--- config.mk ---
export PLATFORM = sky130hd
export DESIGN_NAME = samp_conv_seq
export DESIGN_NICKNAME = d
export VERILOG_FILES = /design/src/rtl/cseq_pkg.sv /design/src/rtl/cseq_tick.sv /design/src/rtl/cseq_ucount.sv /design/src/rtl/samp_conv_seq.sv
export SDC_FILE = /design/constraint.sdc
export NUM_CORES = 1
export LEC_CHECK = 0
export ABC_AREA = 1
export CORE_UTILIZATION = 41
export CTS_BUF_LIST = sky130_fd_sc_hd__clkbuf_4 sky130_fd_sc_hd__clkbuf_8
export DETAILED_ROUTE_END_ITERATION = 10
export GPL_TIMING_DRIVEN = 0
export HOLD_SLACK_MARGIN = 0.1
export PLACE_DENSITY = 0.62
export SLEW_MARGIN = 10
export SYNTH_ARGS = -nofsm -noshare
export SYNTH_HDL_FRONTEND = slang
export SYNTH_SLANG_ARGS = --single-unit
--- constraint.sdc ---
create_clock -name clk -period 3.8 [get_ports clk]
set_input_delay 0.76 -clock clk [delete_from_list [all_inputs] [get_ports clk]]
set_output_delay 0.76 -clock clk [all_outputs]
set_load 0.005 [all_outputs]
--- src/rtl/cseq_pkg.sv ---
package cseq_pkg;

  typedef enum logic [2:0] {
    ST_IDLE = 3'd0,  // waiting for a source-start edge
    ST_LEAD = 3'd1,  // counting towards the convert-start edge
    ST_WAIT = 3'd2,  // convert-start is up, waiting for completion
    ST_DLY  = 3'd3,  // completion seen, counting the done delay
    ST_TAIL = 3'd4   // done asserted, letting the pulse windows finish
  } seq_state_e;

  function automatic int umax(input int a, input int b);
    return (a > b) ? a : b;
  endfunction

endpackage

--- src/rtl/cseq_tick.sv ---
// Restartable microsecond prescaler: tick_o is high on the last clock
// of every CLK_PER_US-clock interval counted from the last restart.
module cseq_tick #(
  parameter int CLK_PER_US = 50
) (
  input  logic clk,
  input  logic rst_n,
  input  logic restart_i,
  output logic tick_o
);
  localparam int CW = (CLK_PER_US > 1) ? $clog2(CLK_PER_US) : 1;
  localparam logic [CW-1:0] LAST = CW'(CLK_PER_US - 1);

  logic [CW-1:0] pre_q;

  assign tick_o = (pre_q == LAST) && !restart_i;

  always_ff @(posedge clk or negedge rst_n) begin
    if (!rst_n) begin
      pre_q <= '0;
    end else if (restart_i || pre_q == LAST) begin
      pre_q <= '0;
    end else begin
      pre_q <= pre_q + 1'b1;
    end
  end


  tick_gap_chk: assert property (@(posedge clk) disable iff (!rst_n)
    ((CLK_PER_US > 1) && tick_o) |=> !tick_o);

endmodule

--- src/rtl/cseq_ucount.sv ---
// Saturating microsecond counter; next_o is the value the counter takes
// at the coming edge, so registered decodes of it carry no extra lag.
module cseq_ucount #(
  parameter int W = 8
) (
  input  logic         clk,
  input  logic         rst_n,
  input  logic         clear_i,
  input  logic         tick_i,
  output logic [W-1:0] next_o
);
  localparam logic [W-1:0] CMAX = '1;

  logic [W-1:0] count_q;

  always_comb begin
    if (clear_i) begin
      next_o = '0;
    end else if (tick_i && count_q != CMAX) begin
      next_o = count_q + 1'b1;
    end else begin
      next_o = count_q;
    end
  end

  always_ff @(posedge clk or negedge rst_n) begin
    if (!rst_n) begin
      count_q <= '0;
    end else begin
      count_q <= next_o;
    end
  end


  count_mono_chk: assert property (@(posedge clk) disable iff (!rst_n)
    !clear_i |=> count_q >= $past(count_q));

endmodule

--- src/rtl/samp_conv_seq.sv ---
module samp_conv_seq
  import cseq_pkg::*;
#(
  parameter int CLK_PER_US   = 50,
  parameter int HOLD_DLY_US  = 15,
  parameter int HOLD_LEN_US  = 18,
  parameter int CONV_DLY_US  = 19,
  parameter int CONV_LEN_US  = 31,
  parameter int DONE_DLY_US  = 2,
  parameter int CMPLT_TMO_US = 20
) (
  input  logic clk,
  input  logic rst_n,
  input  logic src_start_i,
  input  logic cmplt_n_i,
  output logic hold_o,
  output logic conv_start_o,
  output logic done_n_o,
  output logic tmo_err_o
);
  // Derived time points, all in microseconds from the accepting edge.
  localparam int HOLD_END = HOLD_DLY_US + HOLD_LEN_US;
  localparam int CONV_END = CONV_DLY_US + CONV_LEN_US;
  localparam int SEQ_END  = umax(HOLD_END, CONV_END);
  localparam int TMO_AT   = CONV_DLY_US + CMPLT_TMO_US;
  localparam int SPAN     = SEQ_END + TMO_AT + DONE_DLY_US + 2;
  localparam int UW       = $clog2(SPAN + 1);
  localparam bit OVERLAP  = (CONV_DLY_US >= HOLD_DLY_US) && (CONV_DLY_US < HOLD_END);

  localparam logic [UW-1:0] HOLD_ON_C  = UW'(HOLD_DLY_US);
  localparam logic [UW-1:0] HOLD_OFF_C = UW'(HOLD_END);
  localparam logic [UW-1:0] CONV_ON_C  = UW'(CONV_DLY_US);
  localparam logic [UW-1:0] CONV_OFF_C = UW'(CONV_END);
  localparam logic [UW-1:0] END_C      = UW'(SEQ_END);
  localparam logic [UW-1:0] TMO_C      = UW'(TMO_AT);
  localparam logic [UW-1:0] DONE_C     = UW'(DONE_DLY_US);

  // Time base 0 runs from the accepting edge, time base 1 from completion.
  localparam int NTB    = 2;
  localparam int TB_SEQ = 0;
  localparam int TB_DON = 1;

  seq_state_e state_q, state_d;
  logic       src_q;
  logic       hold_q, conv_q, done_n_q, err_q;
  logic       hold_d, conv_d, done_n_d, err_d;

  logic       start_edge, accept, cmplt_hit, abort, done_due;
  logic [NTB-1:0] tb_restart, tb_tick;
  logic [UW-1:0]  tb_next [NTB];
  logic [UW-1:0]  seq_us, don_us;

  // ---------------------------------------------------------------
  // Start-edge detection and acceptance
  // ---------------------------------------------------------------
  assign start_edge = src_start_i && !src_q;
  assign accept     = (state_q == ST_IDLE) && start_edge;
  assign cmplt_hit  = (state_q == ST_WAIT) && !cmplt_n_i;

  always_ff @(posedge clk or negedge rst_n) begin
    if (!rst_n) begin
      src_q <= 1'b0;
    end else begin
      src_q <= src_start_i;
    end
  end

  // ---------------------------------------------------------------
  // Restartable time bases
  // ---------------------------------------------------------------
  assign tb_restart[TB_SEQ] = accept;
  assign tb_restart[TB_DON] = cmplt_hit;

  for (genvar g = 0; g < NTB; g++) begin : g_tb
    cseq_tick #(
      .CLK_PER_US(CLK_PER_US)
    ) u_tick (
      .clk      (clk),
      .rst_n    (rst_n),
      .restart_i(tb_restart[g]),
      .tick_o   (tb_tick[g])
    );

    cseq_ucount #(
      .W(UW)
    ) u_cnt (
      .clk    (clk),
      .rst_n  (rst_n),
      .clear_i(tb_restart[g]),
      .tick_i (tb_tick[g]),
      .next_o (tb_next[g])
    );
  end

  assign seq_us = tb_next[TB_SEQ];
  assign don_us = tb_next[TB_DON];

  assign abort    = (state_q == ST_WAIT) && !cmplt_hit && (seq_us >= TMO_C);
  assign done_due = (state_q == ST_DLY) && (don_us >= DONE_C);

  // ---------------------------------------------------------------
  // Sequence control
  // ---------------------------------------------------------------
  always_comb begin
    state_d = state_q;
    unique case (state_q)
      ST_IDLE: if (accept)                state_d = ST_LEAD;
      ST_LEAD: if (seq_us >= CONV_ON_C)   state_d = ST_WAIT;
      ST_WAIT: begin
        if (cmplt_hit)  state_d = ST_DLY;
        else if (abort) state_d = ST_IDLE;
      end
      ST_DLY: if (done_due) state_d = (seq_us >= END_C) ? ST_IDLE : ST_TAIL;
      ST_TAIL: if (seq_us >= END_C)       state_d = ST_IDLE;
      default:                            state_d = ST_IDLE;
    endcase
  end

  // Outputs are decoded from the next state and next count, then registered.
  always_comb begin
    hold_d = (state_d != ST_IDLE) && (seq_us >= HOLD_ON_C) && (seq_us < HOLD_OFF_C);
    conv_d = (state_d != ST_IDLE) && (seq_us >= CONV_ON_C) && (seq_us < CONV_OFF_C);
    err_d  = abort;
    if (accept) begin
      done_n_d = 1'b1;
    end else if (done_due) begin
      done_n_d = 1'b0;
    end else begin
      done_n_d = done_n_q;
    end
  end

  always_ff @(posedge clk or negedge rst_n) begin
    if (!rst_n) begin
      state_q  <= ST_IDLE;
      hold_q   <= 1'b0;
      conv_q   <= 1'b0;
      done_n_q <= 1'b1;
      err_q    <= 1'b0;
    end else begin
      state_q  <= state_d;
      hold_q   <= hold_d;
      conv_q   <= conv_d;
      done_n_q <= done_n_d;
      err_q    <= err_d;
    end
  end

  assign hold_o       = hold_q;
  assign conv_start_o = conv_q;
  assign done_n_o     = done_n_q;
  assign tmo_err_o    = err_q;

  // ---------------------------------------------------------------
  // Assertions
  // ---------------------------------------------------------------

  conv_in_hold_chk: assert property (@(posedge clk) disable iff (!rst_n)
    (OVERLAP && $rose(conv_start_o)) |-> hold_o);


  err_quiet_chk: assert property (@(posedge clk) disable iff (!rst_n)
    tmo_err_o |-> (!hold_o && !conv_start_o && done_n_o));


  err_single_chk: assert property (@(posedge clk) disable iff (!rst_n)
    tmo_err_o |=> !tmo_err_o);


  done_release_chk: assert property (@(posedge clk) disable iff (!rst_n)
    $rose(done_n_o) |-> $past(accept));


  done_source_chk: assert property (@(posedge clk) disable iff (!rst_n)
    $fell(done_n_o) |-> ($past(state_q) == ST_DLY));


  no_rearm_chk: assert property (@(posedge clk) disable iff (!rst_n)
    (state_q != ST_IDLE) |=> ((state_q != ST_LEAD) || ($past(state_q) == ST_LEAD)));


  idle_quiet_chk: assert property (@(posedge clk) disable iff (!rst_n)
    (state_q == ST_IDLE) |-> (!hold_o && !conv_start_o));

endmodule

==> impl_metrics.env <==
export IMPL_status="completed"
export IMPL_antenna_left=0
export IMPL_place_area_um2=2240
export IMPL_hp_class="register to register"
export IMPL_max_vdd_ir_drop_v=0.000341
export IMPL_seq_power_share_pct=40.6
export IMPL_drtPass1Iterations=4
export IMPL_gp_congestion=0.798
export IMPL_clk_pin_slew_ns=0.07
export IMPL_initial_core_util_pct=43.4
export IMPL_die_y_um=73.4
export IMPL_cp_common_cell="nand2_1"
export IMPL_cp_required_ns=3.99
export IMPL_area_growth_pct=14.0
export IMPL_diodes=0
export IMPL_setup_violations=0
export IMPL_ys_flop_type="dfrtp_1"
export IMPL_post_cts_buffers=0
export IMPL_cts_resized=0
export IMPL_async_flop_share_pct=100
export IMPL_critical_path_class="input pin to register"
export IMPL_yosys_cell_types_count=29
export IMPL_fmax_mhz=421
export IMPL_rsz0062_at_grt="false"
export IMPL_slew_headroom_pct=50.1
export IMPL_crit_path_end_kind="register"
export IMPL_p_int_uw=910
export IMPL_yosysMostFrequentCell="nand2_1"
export IMPL_port_buffers=7
export IMPL_num_vias=1677
export IMPL_synth_warnings=0
export IMPL_fin_tns_setup_ns=0
export IMPL_num_nets_final=300
export IMPL_ys_seq_area_share_pct=40.8
export IMPL_powerDensity_nw_per_um2=577
export IMPL_worst_skew_pair_late_latency_ns=0.29
export IMPL_postSynthAreaPerCell_um2=7.57
export IMPL_crit_fanout=9
export IMPL_combPwrFrac_pct=29.2
export IMPL_cts_sinks=34
export IMPL_drt_total_wl_mm=3.86
export IMPL_hold_buffers=0
export IMPL_grt_usage_pct=16.6
export IMPL_grt_pass1_wl_mm=6.68
export IMPL_drc=0
export IMPL_clock_skew_ns=0.00738
export IMPL_yosys_top_cells_area="dfrtp_1 40%, nand2_1 11%, nor2_1 6.7%, inv_1 6.5%, nand3_1 5.8%"
export IMPL_cts_tree="done"
export IMPL_critPathArrivalTime_ns=2.56
export IMPL_clock_path_buffers=2
export IMPL_synth_edf_count=0
export IMPL_cp_slowest_cell="clkdlybuf4s50_1"
export IMPL_fin_area_um2=2380
export IMPL_wire_per_inst_um=10.8
export IMPL_coreArea_um2=4820
export IMPL_grt_pass1_vias=1533
export IMPL_via_per_inst=4.68
export IMPL_cts_buffers=5
export IMPL_grt_max_degree=35
export IMPL_p_clk_share_pct=30.2
export IMPL_synth_area_um2=2090
export IMPL_gr_total_overflow=0
export IMPL_min_period_over_period_pct=62.5
export IMPL_syn_inst=276
export IMPL_htreeDepth=2
export IMPL_syn_num_nets=286
export IMPL_p_sw_uw=462
export IMPL_io_pins=8
export IMPL_multi_input_area_um2=1050
export IMPL_slowest_delay_ns=0.51
export IMPL_drv_cap=0
export IMPL_drt_first_iter_violations=79
export IMPL_path_cells="clkdlybuf4s50_1 -> inv_1 -> nand3_2 -> nand3_2 -> nand2_1 -> nand2_1 -> nand2_1 -> nand2_1 -> nor2_2 -> nand2_1 -> nand2_1 -> nand2_1 -> nand3_1 -> nand2_1 -> nor2_2 -> nor2_1"
export IMPL_dieArea_um2=5380
export IMPL_power_leakage_nw=1.21
export IMPL_period_needed_ns=2.38
export IMPL_synth_top_area_share_pct=39.5
export IMPL_start_kind="input pin"
export IMPL_die_width_um=73.4
export IMPL_row_count=25
export IMPL_seq_area_um2=852
export IMPL_switching_share_pct=33.7
export IMPL_synthTopCellsByCount="62 x nand2_1, 37 x nor2_1, 36 x inv_1"
export IMPL_drive_above_1_share_pct=18.6
export IMPL_finalMaxSlewViolations=0
export IMPL_worst_pin_slew_ns=0.748
export IMPL_synth_top_cell_by_area="dfrtp_1"
export IMPL_synth_seq_cells=34
export IMPL_hold_viol=0
export IMPL_antenna_found_initial=0
export IMPL_nFillCells=483
export IMPL_hpwl_mm=2.92
export IMPL_ctsRootBufferMaster="clkbuf_8"
==> worst paths after layout <==
path,from,end,slack [ns],cells after the start
setup / recovery,cmplt_n_i,hold_o$_DFF_PN0_,1.42,16
hold / removal,done_n_o$_DFFE_PN1P_,done_n_o$_DFFE_PN1P_,0.48,2
setup reg to reg,g_tb[1].u_cnt.count_q[0]$_DFF_PN0_,hold_o$_DFF_PN0_,1.61,17
hold reg to reg,done_n_o$_DFFE_PN1P_,done_n_o$_DFFE_PN1P_,0.48,2
max in group asynchronous,rst_n,g_tb[0].u_cnt.count_q[1]$_DFF_PN0_,2.79,1
min in group asynchronous,rst_n,conv_start_o$_DFF_PN0_,0.54,1
==> registers in the layout (all words and copies together), names as in the netlist <==
signal / count
src_q: 1
done_n_o: 1
g_tb.u_cnt.count_q: 14
tmo_err_o: 1
conv_start_o: 1
state_q: 3
g_tb.u_tick.pre_q: 12
hold_o: 1
==> cells by family after synthesis <==
group	Yosys count	synth area share [%]
adder cells (fa/ha/maj)	6	3.59
XOR/XNOR	4	1.68
AO/OA/AOI/OAI	16	4.61
buffers and inverters	47	8.81
flip-flops	34	40.8
AND/OR/NAND/NOR	169	40.5
==> layout make-up <==
class                      instances  area share, %
clock buffer                       6           3.47
inverter                          46           7.26
timing repair buffer               7           2.73
tap                               67           3.52
clock inverter                     2           2.52
multi-input combinational        195           44.2
sequential                        34           35.8
buffer                             1          0.473
==> worst max-delay path: cells and delay by family <==
| kind | cells | cell delay [ns] |
|---|---|---|
| buf+inv | 2 | 0.58 |
| simple gates | 14 | 1.21 |
==> per-stage QoR <==
step                setup slack, ns  hold WS [ns]  util (%)  std cells  total power, mW
global placement               1.10         0.472      46.5        350            0.963
finish                         1.42         0.483      49.4        358             1.37
CTS                            1.43         0.491      49.4        358             1.39
detailed placement             1.10         0.481      46.4        350            0.967
global route                   1.23         0.493      49.4        358             1.49
floorplan                      1.88         0.451         -        276            0.875
==> power groups by stage <==
| stage | Clock [mW] | Sequential (mW) | Combinational, mW |
|---|---|---|---|
| 6_report | 0.415 | 0.557 | 0.401 |
| 5_1_grt | 0.445 | 0.572 | 0.473 |
| 4_1_cts | 0.427 | 0.558 | 0.405 |
| 3_5_place_dp | 0 | 0.564 | 0.403 |
| 3_3_place_gp | 0 | 0.564 | 0.398 |
| 2_1_floorplan | 0 | 0.545 | 0.330 |
==> layer usage <==
| metal | global-route usage, % | routed length, um |
|---|---|---|
| met2 | 26.3 | 1760 |
| met3 | 5.35 | 140 |
| met4 | 4.49 | 12 |
| met1 | 21.9 | 1950 |
| met5 | 0 | 0 |
==> placed cells by master, fill, tap and decap left out <==
cell / netlist / layout
nand2_1: 62 / 62
nor2_1: 37 / 37
inv_1: 36 / 36
dfrtp_1: 33 / 33
nand3_1: 24 / 24
inv_2: 10 / 10
nand2_2: 8 / 8
nand3_2: 8 / 8
nor2_2: 8 / 8
nand4_1: 6 / 6
ha_1: 6 / 6
clkbuf_8: 0 / 6
clkdlybuf4s50_1: 0 / 6
a21oi_1: 5 / 5
nor2_4: 4 / 4
nor3_1: 4 / 4
o21ai_0: 4 / 4
nor3b_1: 4 / 4
xor2_1: 2 / 2
a21oi_2: 2 / 2
o21ai_1: 2 / 2
xnor2_1: 2 / 2
bufinv_16: 0 / 2
nand3_4: 1 / 1
buf_6: 1 / 1
o21ai_2: 1 / 1
o21bai_1: 1 / 1
nor3_2: 1 / 1
nand3b_1: 1 / 1
o31ai_1: 1 / 1
and3_1: 1 / 1
dfstp_2: 1 / 1
buf_2: 0 / 1
Note: power is estimated with default switching activity, not from simulation.
